File: config.mk
export PLATFORM = sky130hd
export DESIGN_NAME = upw_merge
export DESIGN_NICKNAME = d
export VERILOG_FILES = /design/src/rtl/upw_pkg.sv /design/src/rtl/upw_byte_merge.sv /design/src/rtl/upw_seq.sv /design/src/rtl/upw_merge.sv
export SDC_FILE = /design/constraint.sdc
export NUM_CORES = 1
export LEC_CHECK = 0
export ABC_CLOCK_PERIOD_IN_PS = 3800
export BUFFER_PORTS_ARGS = -buffer_cell sky130_fd_sc_hd__buf_2
export CAP_MARGIN = 40
export CORE_AREA = 5 5 127 129
export DETAILED_ROUTE_END_ITERATION = 8
export DIE_AREA = 0 0 132 134
export GPL_TIMING_DRIVEN = 1
export PLACE_DENSITY_LB_ADDON = 0.15
export SLEW_MARGIN = 20
export SYNTH_ARGS = -nofsm -noshare
export SYNTH_HDL_FRONTEND = slang
export SYNTH_HIERARCHICAL = 1
export SYNTH_SLANG_ARGS = --single-unit
File: constraint.sdc
create_clock -name clk -period 3.8 [get_ports clk]
set_input_delay 0.38 -clock clk [delete_from_list [all_inputs] [get_ports clk]]
set_output_delay 0.38 -clock clk [all_outputs]
set_load 0.005 [all_outputs]
File: src/rtl/upw_pkg.sv
package upw_pkg;
   // bit1 selects store, bit0 selects the low-side merge
   typedef enum logic [1:0] {
      UPW_LD_HI = 2'b00,
      UPW_LD_LO = 2'b01,
      UPW_ST_HI = 2'b10,
      UPW_ST_LO = 2'b11
   } upw_op_e;

   typedef enum logic [1:0] {
      SEQ_IDLE  = 2'd0,
      SEQ_READ  = 2'd1,
      SEQ_WAIT  = 2'd2,
      SEQ_WRITE = 2'd3
   } upw_state_e;
endpackage

File: src/rtl/upw_byte_merge.sv
module upw_byte_merge
   import upw_pkg::*;
#(
   parameter int LANES = 4,
   localparam int DW = 8 * LANES,
   localparam int OW = $clog2(LANES)
) (
   input  upw_op_e          op,
   input  logic [OW-1:0]    off,
   input  logic [DW-1:0]    opnd_word,
   input  logic [DW-1:0]    mem_word,
   output logic [DW-1:0]    merged
);
   localparam logic [OW-1:0] LAST = OW'(LANES - 1);
   localparam logic [OW:0]   TOPW = (OW+1)'(LANES - 1);

   logic [7:0] opnd_b [LANES];
   logic [7:0] mem_b  [LANES];

   for (genvar b = 0; b < LANES; b++) begin : g_split
      assign opnd_b[b] = opnd_word[8*b +: 8];
      assign mem_b[b]  = mem_word[8*b +: 8];
   end

   // each output lane picks one source byte; offset sets the shift
   for (genvar j = 0; j < LANES; j++) begin : g_lane
      localparam logic [OW-1:0] JJ = OW'(j);
      logic          take_mem;
      logic [OW-1:0] idx;
      logic [OW-1:0] span;

      always_comb begin
         take_mem = 1'b0;
         idx      = JJ;
         span     = LAST - off;
         unique case (op)
            UPW_LD_HI: if (JJ >= span) begin
               take_mem = 1'b1;
               idx      = JJ - span;
            end
            UPW_LD_LO: if (({1'b0, JJ} + {1'b0, off}) <= TOPW) begin
               take_mem = 1'b1;
               idx      = JJ + off;
            end
            UPW_ST_HI: if (JJ <= off) idx = JJ + span;
                       else           take_mem = 1'b1;
            UPW_ST_LO: if (JJ >= off) idx = JJ - off;
                       else           take_mem = 1'b1;
            default: ;
         endcase
      end

      assign merged[8*j +: 8] = take_mem ? mem_b[idx] : opnd_b[idx];
   end
endmodule

File: src/rtl/upw_seq.sv
module upw_seq
   import upw_pkg::*;
(
   input  logic clk,
   input  logic rst_n,
   input  logic start,
   input  logic is_store,
   input  logic rvalid,
   output logic ready,
   output logic rd_en,
   output logic wr_en,
   output logic capture,
   output logic done
);
   upw_state_e state, state_nx;

   assign ready   = (state == SEQ_IDLE);
   assign rd_en   = (state == SEQ_READ);
   assign wr_en   = (state == SEQ_WRITE);
   assign capture = (state == SEQ_WAIT) && rvalid;

   always_comb begin
      state_nx = state;
      unique case (state)
         SEQ_IDLE:  if (start) state_nx = SEQ_READ;
         SEQ_READ:  state_nx = SEQ_WAIT;
         SEQ_WAIT:  if (rvalid) state_nx = is_store ? SEQ_WRITE : SEQ_IDLE;
         SEQ_WRITE: state_nx = SEQ_IDLE;
         default:   state_nx = SEQ_IDLE;
      endcase
   end

   always_ff @(posedge clk or negedge rst_n) begin
      if (!rst_n) begin
         state <= SEQ_IDLE;
         done  <= 1'b0;
      end else begin
         state <= state_nx;
         done  <= (capture && !is_store) || wr_en;
      end
   end


   wr_after_wait_chk: assert property (@(posedge clk) disable iff (!rst_n)
      wr_en |-> $past(capture));


   done_pulse_chk: assert property (@(posedge clk) disable iff (!rst_n)
      done |=> !done);
endmodule

File: src/rtl/upw_merge.sv
module upw_merge
   import upw_pkg::*;
#(
   parameter int LANES = 4,
   parameter int AW    = 32,
   parameter int RIW   = 5,
   localparam int DW   = 8 * LANES,
   localparam int OW   = $clog2(LANES)
) (
   input  logic            clk,
   input  logic            rst_n,
   input  logic            req_valid,
   output logic            req_ready,
   input  logic [1:0]      req_op,
   input  logic [AW-1:0]   req_addr,
   input  logic [DW-1:0]   req_reg_data,
   input  logic [RIW-1:0]  req_dest,
   input  logic            fwd_valid,
   input  logic [RIW-1:0]  fwd_idx,
   input  logic [DW-1:0]   fwd_data,
   output logic            mem_rd_en,
   output logic            mem_wr_en,
   output logic [AW-1:0]   mem_addr,
   output logic [DW-1:0]   mem_wdata,
   input  logic            mem_rvalid,
   input  logic [DW-1:0]   mem_rdata,
   output logic            done,
   output logic [RIW-1:0]  done_dest,
   output logic [DW-1:0]   done_data
);
   if (LANES < 2 || (LANES & (LANES - 1)) != 0) begin : g_bad_lanes
      $error("LANES must be a power of two of at least 2");
   end
   if (AW <= OW) begin : g_bad_aw
      $error("AW must exceed the lane offset width");
   end
   if (RIW < 1) begin : g_bad_riw
      $error("RIW must be at least 1");
   end

   upw_op_e          op_q;
   logic [OW-1:0]    off_q;
   logic [AW-OW-1:0] base_q;
   logic [RIW-1:0]   dest_q;
   logic [DW-1:0]    opnd_q;
   logic [DW-1:0]    res_q;
   logic [DW-1:0]    merged;
   logic             accept, capture, use_fwd;

   assign accept  = req_valid && req_ready;
   assign use_fwd = !req_op[1] && fwd_valid && (fwd_idx == req_dest);

   always_ff @(posedge clk or negedge rst_n) begin
      if (!rst_n) begin
         op_q   <= UPW_LD_HI;
         off_q  <= '0;
         base_q <= '0;
         dest_q <= '0;
         opnd_q <= '0;
         res_q  <= '0;
      end else begin
         if (accept) begin
            op_q   <= upw_op_e'(req_op);
            off_q  <= req_addr[OW-1:0];
            base_q <= req_addr[AW-1:OW];
            dest_q <= req_dest;
            opnd_q <= use_fwd ? fwd_data : req_reg_data;
         end
         if (capture) res_q <= merged;
      end
   end

   upw_seq u_seq (
      .clk      (clk),
      .rst_n    (rst_n),
      .start    (accept),
      .is_store (op_q[1]),
      .rvalid   (mem_rvalid),
      .ready    (req_ready),
      .rd_en    (mem_rd_en),
      .wr_en    (mem_wr_en),
      .capture  (capture),
      .done     (done)
   );

   upw_byte_merge #(.LANES(LANES)) u_merge (
      .op        (op_q),
      .off       (off_q),
      .opnd_word (opnd_q),
      .mem_word  (mem_rdata),
      .merged    (merged)
   );

   assign mem_addr  = {base_q, {OW{1'b0}}};
   assign mem_wdata = res_q;
   assign done_data = res_q;
   assign done_dest = dest_q;


   aligned_addr_chk: assert property (@(posedge clk) disable iff (!rst_n)
      (mem_rd_en || mem_wr_en) |-> (mem_addr[OW-1:0] == '0));


   wr_then_done_chk: assert property (@(posedge clk) disable iff (!rst_n)
      mem_wr_en |=> done);


   busy_ready_chk: assert property (@(posedge clk) disable iff (!rst_n)
      (mem_rd_en || mem_wr_en) |-> !req_ready);


   fwd_capture_chk: assert property (@(posedge clk) disable iff (!rst_n)
      (accept && use_fwd) |=> (opnd_q == $past(fwd_data)));


   ld_hi_full_chk: assert property (@(posedge clk) disable iff (!rst_n)
      (capture && op_q == UPW_LD_HI && off_q == OW'(LANES - 1))
      |=> (res_q == $past(mem_rdata)));


   st_lo_full_chk: assert property (@(posedge clk) disable iff (!rst_n)
      (capture && op_q == UPW_ST_LO && off_q == '0) |=> (res_q == opnd_q));
endmodule

==> results of run 1 <==
-- metrics by stage --
step / instance area [µm²] / worst slack (ns) / hold WS (ns) / std cells
after floorplan: 7590 / 0.809 / 0.0844 / 763
after global placement: 8540 / 0.820 / 0.455 / 1118
after detailed placement: 8720 / 0.763 / 0.275 / 1126
after CTS: 9050 / 0.741 / 0.192 / 1143
after global routing: 9090 / 0.572 / 0.207 / 1147
final: 9090 / 0.754 / 0.201 / 1147
-- placed cells by master (no fill, tap or decap), types with 5 or more instances in the layout --
cell / netlist / layout
buf_4: 38 / 19
nor2_1: 39 / 38
a31oi_1: 34 / 34
a21oi_1: 8 / 8
mux2i_1: 41 / 41
a22o_1: 8 / 8
and3_1: 8 / 8
a32oi_1: 8 / 8
nand2b_1: 6 / 6
mux4_2: 26 / 26
ha_1: 8 / 8
buf_16: 0 / 5
mux4_1: 8 / 8
a221oi_1: 8 / 8
nand3_1: 18 / 18
dfrtp_1: 106 / 106
nand4_1: 33 / 33
clkbuf_16: 0 / 9
buf_2: 22 / 246
mux2_1: 30 / 30
mux2_2: 19 / 19
inv_1: 6 / 6
nand2_1: 174 / 173
o31ai_2: 30 / 30
nor2b_1: 8 / 8
-- layer usage --
layer	wire length, µm	up-vias
met5	32	-
met4	549	4
met3	2610	42
met2	10700	384
met1	9840	3249
li1	-	3131
-- area by class of cell --
type / count / share of cell area
flip-flops and latches: 106 / 0.292
well taps: 188 / 0.0259
clock buffers: 9 / 0.0248
repair buffers: 276 / 0.175
inverters: 7 / 0.00303
clock inverters: 7 / 0.00991
multi-input cells: 554 / 0.469
-- flip-flops by register name, summed over array words and instances (netlist names) --
| signal | count |
|---|---|
| op_q | 2 |
| u_seq/state | 2 |
| base_q | 30 |
| opnd_q | 32 |
| done_data | 32 |
| off_q | 2 |
| u_seq/done | 1 |
| done_dest | 5 |
-- logic make-up after synthesis --
family                   count (synthesis)
other                                    1
AND/OR/NAND/NOR                        301
multiplexers                           124
XOR/XNOR                                 2
AO/OA/AOI/OAI                          117
adder cells (fa/ha/maj)                  8
flip-flops                             106
buffers and inverters                  103
-- worst register-to-register path, delay by kind of cell, from the launching register on --
kind,cells,cell delay [ns]
buffers and inverters,2,0.47
AO/OA/AOI/OAI,2,0.23
AND/OR/NAND/NOR,1,0.25
flip-flops,1,0.58
multiplexers,3,0.95
adder cells (fa/ha/maj),1,0.45
-- power groups by stage --
stage | Clock (mW) | Combinational, mW | Sequential [mW]
2_1_floorplan | 0 | 3.93 | 2.12
3_3_place_gp | 0 | 4.99 | 2.33
5_1_grt | 1.06 | 5.74 | 2.36
6_report | 1.01 | 5.32 | 2.28
4_1_cts | 1.03 | 5.15 | 2.33
3_5_place_dp | 0 | 5.13 | 2.34
-- final timing paths --
path,to,cells after the start
worst max-delay path,done_data[15]$_DFFE_PN0P_,9
worst min-delay path,base_q[24]$_DFFE_PN0P_,3
worst max register to register,done_data[15]$_DFFE_PN0P_,9
worst min register to register,base_q[3]$_DFFE_PN0P_,2
max in group asynchronous,opnd_q[4]$_DFFE_PN0P_,4
min in group asynchronous,done_data[8]$_DFFE_PN0P_,2
-- what timing repair did --
| item | 4_1_cts | 5_1_grt |
|---|---|---|
| hold buffers | 1 | 0 |
| hold endpoints to repair | 13 | 0 |
| setup endpoints to repair | 0 | 0 |
==> flow_metrics.tcl, run 1 <==
set metrics [dict create \
    grt_usage 0.264 \
    hold_viol 0 \
    power_mw 8.61 \
    cap_violations 0 \
    drtIter0Drc 653 \
    period_minus_slack_ns 3.05 \
    die_x_um 132 \
    yosys_warnings 6 \
    cts_resized 0 \
    synth_edf_count 0 \
    viasPerCell 5.94 \
    grt_max_degree 60 \
    cts_buffers 9 \
    drive_above_1_share 0.395 \
    synth-compound-area-share 0.133 \
    seq_area_frac_synth 0.349 \
    rr_startpoint "off_q[1]$_DFFE_PN0P_" \
    setup_viol 0 \
    synth_xor_area_frac 0.00231 \
    num_vias 6810 \
    synth_largest_area_cell "dfrtp_1" \
    path_buf_inv 2 \
    grt_pass1_vias 6749 \
    final_antenna_net_count 0 \
    ys.flop_type "dfrtp_1" \
    met3_usage 0.0810 \
    min_period_over_period 0.802 \
    htreeDepth 3 \
    hold_path.class "input pin to flip-flop" \
    fin_nets 1107 \
    power.switching_mw 3.82 \
    use_met2 0.403 \
    start_util 0.509 \
    combPwrFrac 0.618 \
    overflow 0 \
    yosysMostFrequentCell "nand2_1" \
    hpwl_mm 17.3 \
    clkSinkCount 106 \
    routed_wirelength_mm 23.7 \
    cts_setup_buffers 0 \
    synth_top_family_by_area "multiplexers" \
    cp.arrival_ns 3.28 \
    muxShareOfSynthArea 0.232 \
    port_buffers 247 \
    worst_path_largest_cell_delay_ns 0.58 \
    synth_commonest_cells "174 x nand2_1, 106 x dfrtp_1, 41 x mux2i_1, 39 x nor2_1, 38 x buf_4" \
    ys_types 56 \
    ff2ff_setup_slack_ns 0.75 \
    coreArea_um2 14900 \
    worst_path_dominant_cell_family "multiplexers" \
    regArea_um2 2650 \
    clk_latency_ns 0.36 \
    worstMarginPinSlew_ns 0.737 \
    clk_pin_slew_ns 0.08 \
    switching_share 0.443 \
    synth_fa_ha_area_frac 0.0132 \
    dieArea_um2 17700 \
    path_cells "inv_1 > ha_1 > nor2b_1 > a31oi_1 > a21oi_1 > buf_4 > mux4_2 > mux2_2 > mux2_1" \
    async_flop_share 1.00 \
    grt_pass1_wl_mm 37.5 \
    route.detailed.drc 0 \
    antenna_found_initial 3 \
    first_pass_iters 6 \
    critPathSlowestCell "dfrtp_1" \
    grt_use_met1 0.360 \
    rsz0062_at_grt "no" \
    ys_ff_latch 106 \
    vdd_ir_drop_max_uv 561 \
    start_kind "flip-flop" \
    max_freq_mhz 328 \
    final_util 0.609 \
    synthSimpleGateAreaFrac 0.179 \
    rows 45 \
    boundaryPins 250 \
    clockBufferDepth 2 \
    hold_start "req_addr[26]" \
    max-slew-margin-rel 0.509 \
    end_kind "flip-flop" \
    synth_area_um2 7590 \
    clock_skew_ns 0.00716 \
    synth_top_area_share 0.349 \
    syn_avg_cell_area_um2 9.96 \
    dieHeight_um 134 \
    p_int_mw 4.79 \
    wl_per_cell_um 20.7 \
    clockPowerShare 0.117 \
    power.leakage_nw 4.21 \
    cp_max_fo 16 \
    diodes 0 \
    p_seq_frac 0.264 \
    status "complete, no violations" \
    gp_congestion 0.879 \
    cts_root_buf "clkbuf_16" \
    cts_tree "yes" \
    crit_type "flip-flop to flip-flop" \
    top_usage_layer "met2" \
    startpoint "off_q[1]$_DFFE_PN0P_" \
    synth.area.top_cells "dfrtp_1 35%, nand2_1 8.6%, mux4_2 7.7%" \
    powerDensity_nw_per_um2 947 \
    setup_tns_ns 0 \
    fillCellCount 1346 \
    area_growth_pct 19.8 \
    multi_input_area_um2 4270 \
    syn_inst 762 \
    drv_slew 0 \
    required_ns 4.04 \
]
Power figures use the tool's default switching activity.
==> inputs of run 2 (changes only) <==
Settings changed: ABC_CLOCK_PERIOD_IN_PS 3800 to 2750, CORE_AREA 5 5 127 129 to 5 5 134 136, DIE_AREA 0 0 132 134 to 0 0 139 141.
Clock period 3.8 ns to 2.75 ns, I/O delays scaled along.
==> run 2 against run 1 <==
Non-clock buffer count increased by 2. Largest power group unchanged. First-iteration DRC count up 6.3%. Combinational power up 40%. Critical endpoint is now done_data[1]$_DFFE_PN0P_. Global-route usage fell by 3.3 points.
==> flow_metrics.tcl, run 2 (synthesis gave the netlist of run 1 again) <==
set metrics [dict create \
    status "complete, no violations" \
    die_x_um 139 \
    required_ns 2.99 \
    drv_slew 0 \
    final_antenna_net_count 0 \
    viasPerCell 5.65 \
    hold_path.class "input pin to flip-flop" \
    fin_cells 1186 \
    grt_usage 0.231 \
    period_minus_slack_ns 2.62 \
    wl_per_cell_um 19.5 \
    cap_violations 0 \
    hold_start "req_addr[7]" \
    crit_type "flip-flop to flip-flop" \
    rsz0062_at_grt "no" \
    clk_pin_slew_ns 0.08 \
    grt_max_degree 65 \
    multi_input_area_um2 4280 \
    fin_ws_ns 0.134 \
    start_util 0.451 \
    startpoint "off_q[1]$_DFFE_PN0P_" \
    power.leakage_nw 4.23 \
    end_kind "flip-flop" \
    port_buffers 247 \
    fillCellCount 1561 \
    cts_setup_buffers 0 \
    dieArea_um2 19600 \
    drive_above_1_share 0.399 \
    first_pass_iters 6 \
    stdcell_area_um2 9140 \
    r2r_end "done_data[1]$_DFFE_PN0P_" \
    cp_max_fo 16 \
    num_vias 6703 \
    grt_pass1_vias 6421 \
    cts_tree "yes" \
    min_to "base_q[5]$_DFFE_PN0P_" \
    whs_ns 0.0969 \
    worstMarginPinSlew_ns 0.846 \
    hold_viol 0 \
    fin_nets 1109 \
    cts_buffers 9 \
    max_freq_mhz 382 \
    regArea_um2 2650 \
    vdd_ir_drop_max_uv 662 \
    setup_viol 0 \
    cts_root_buf "clkbuf_16" \
    route.detailed.drc 0 \
    antenna_found_initial 3 \
    rr_worst_depth 9 \
    clk_latency_ns 0.36 \
    powerDensity_nw_per_um2 1300 \
    layout_commonest_cell "buf_2" \
    max-slew-margin-rel 0.436 \
    gp_congestion 0.927 \
    routed_wirelength_mm 23.1 \
    hpwl_mm 16.8 \
    htreeDepth 3 \
    place_ws_ns 0.0795 \
    clockBufferDepth 2 \
    rr_startpoint "off_q[1]$_DFFE_PN0P_" \
    rows 48 \
    overflow 0 \
    clock_skew_ns 0.00925 \
    placed_area_um2 8790 \
    setup_tns_ns 0 \
    grt_pass1_wl_mm 36.4 \
    final_cell_mix "246 x buf_2, 173 x nand2_1, 106 x dfrtp_1, 41 x mux2i_1, 38 x nor2_1" \
    ff2ff_setup_slack_ns 0.13 \
    clkSinkCount 106 \
    start_kind "flip-flop" \
    coreArea_um2 16800 \
    dpl.cell_count 1168 \
    final_util 0.543 \
    hold_depth 3 \
    boundaryPins 250 \
    cp.arrival_ns 2.86 \
    power_mw 11.9 \
    drtIter0Drc 694 \
    dieHeight_um 141 \
    diodes 0 \
    min_period_over_period 0.951 \
    area_growth_pct 20.4 \
]
[run 2: cell types whose count changed in the layout (fill, tap and decap cells not counted), sizes merged]
cell / delta
buf: +3
clkbuf: -1
clkinvlp: -2
inv: +2
[run 2: how the worst max path moves through the flow]
| stage | end | slack [ns] | cells past startpoint |
|---|---|---|---|
| after CTS | done_data[12]$_DFFE_PN0P_ | 0.07 | 6 |
| after floorplan | done_data[10]$_DFFE_PN0P_ | 0.02 | 11 |
| after global routing | done_data[28]$_DFFE_PN0P_ | 0.007 | 9 |
| final | done_data[1]$_DFFE_PN0P_ | 0.13 | 9 |
| after global placement | done_data[11]$_DFFE_PN0P_ | 0.13 | 6 |
| after detailed placement | done_data[12]$_DFFE_PN0P_ | 0.08 | 6 |
[run 2: report_power, final]
group | switching [mW] | internal, mW | leakage [nW]
Combinational | 3.76 | 3.72 | 2.84
Clock | 0.646 | 0.716 | 0.151
Sequential | 0.751 | 2.33 | 1.24
Total | 5.15 | 6.77 | 4.23
[run 2: final cells by class]
| type | instances | share of cell area |
|---|---|---|
| well taps | 225 | 0.0308 |
| clock inverters | 7 | 0.00822 |
| flip-flops and latches | 106 | 0.290 |
| clock buffers | 9 | 0.0247 |
| repair buffers | 278 | 0.175 |
| inverters | 7 | 0.00301 |
| multi-input cells | 554 | 0.468 |
[run 2: metal layers]
layer  wire length [µm]  GRT usage
met5                 33          0
met2              10000      0.349
met3               2260     0.0726
met4                398     0.0618
met1              10400      0.325
[run 2: what timing repair did]
item	4_1_cts	5_1_grt
endpoints found under the setup margin	0	11
endpoints found under the hold margin	0	106
hold buffers	0	1
resized for setup	0	2
[run 2: critical path, cell delays in order, from the launching register on]
cell and delay (ns):
dfrtp_1 0.38, buf_4 0.19, ha_1 0.23, nor2b_1 0.25, a211oi_1 0.11, a21oi_1 0.23, buf_12 0.20, mux4_2 0.34
mux2_2 0.27, mux2_1 0.29
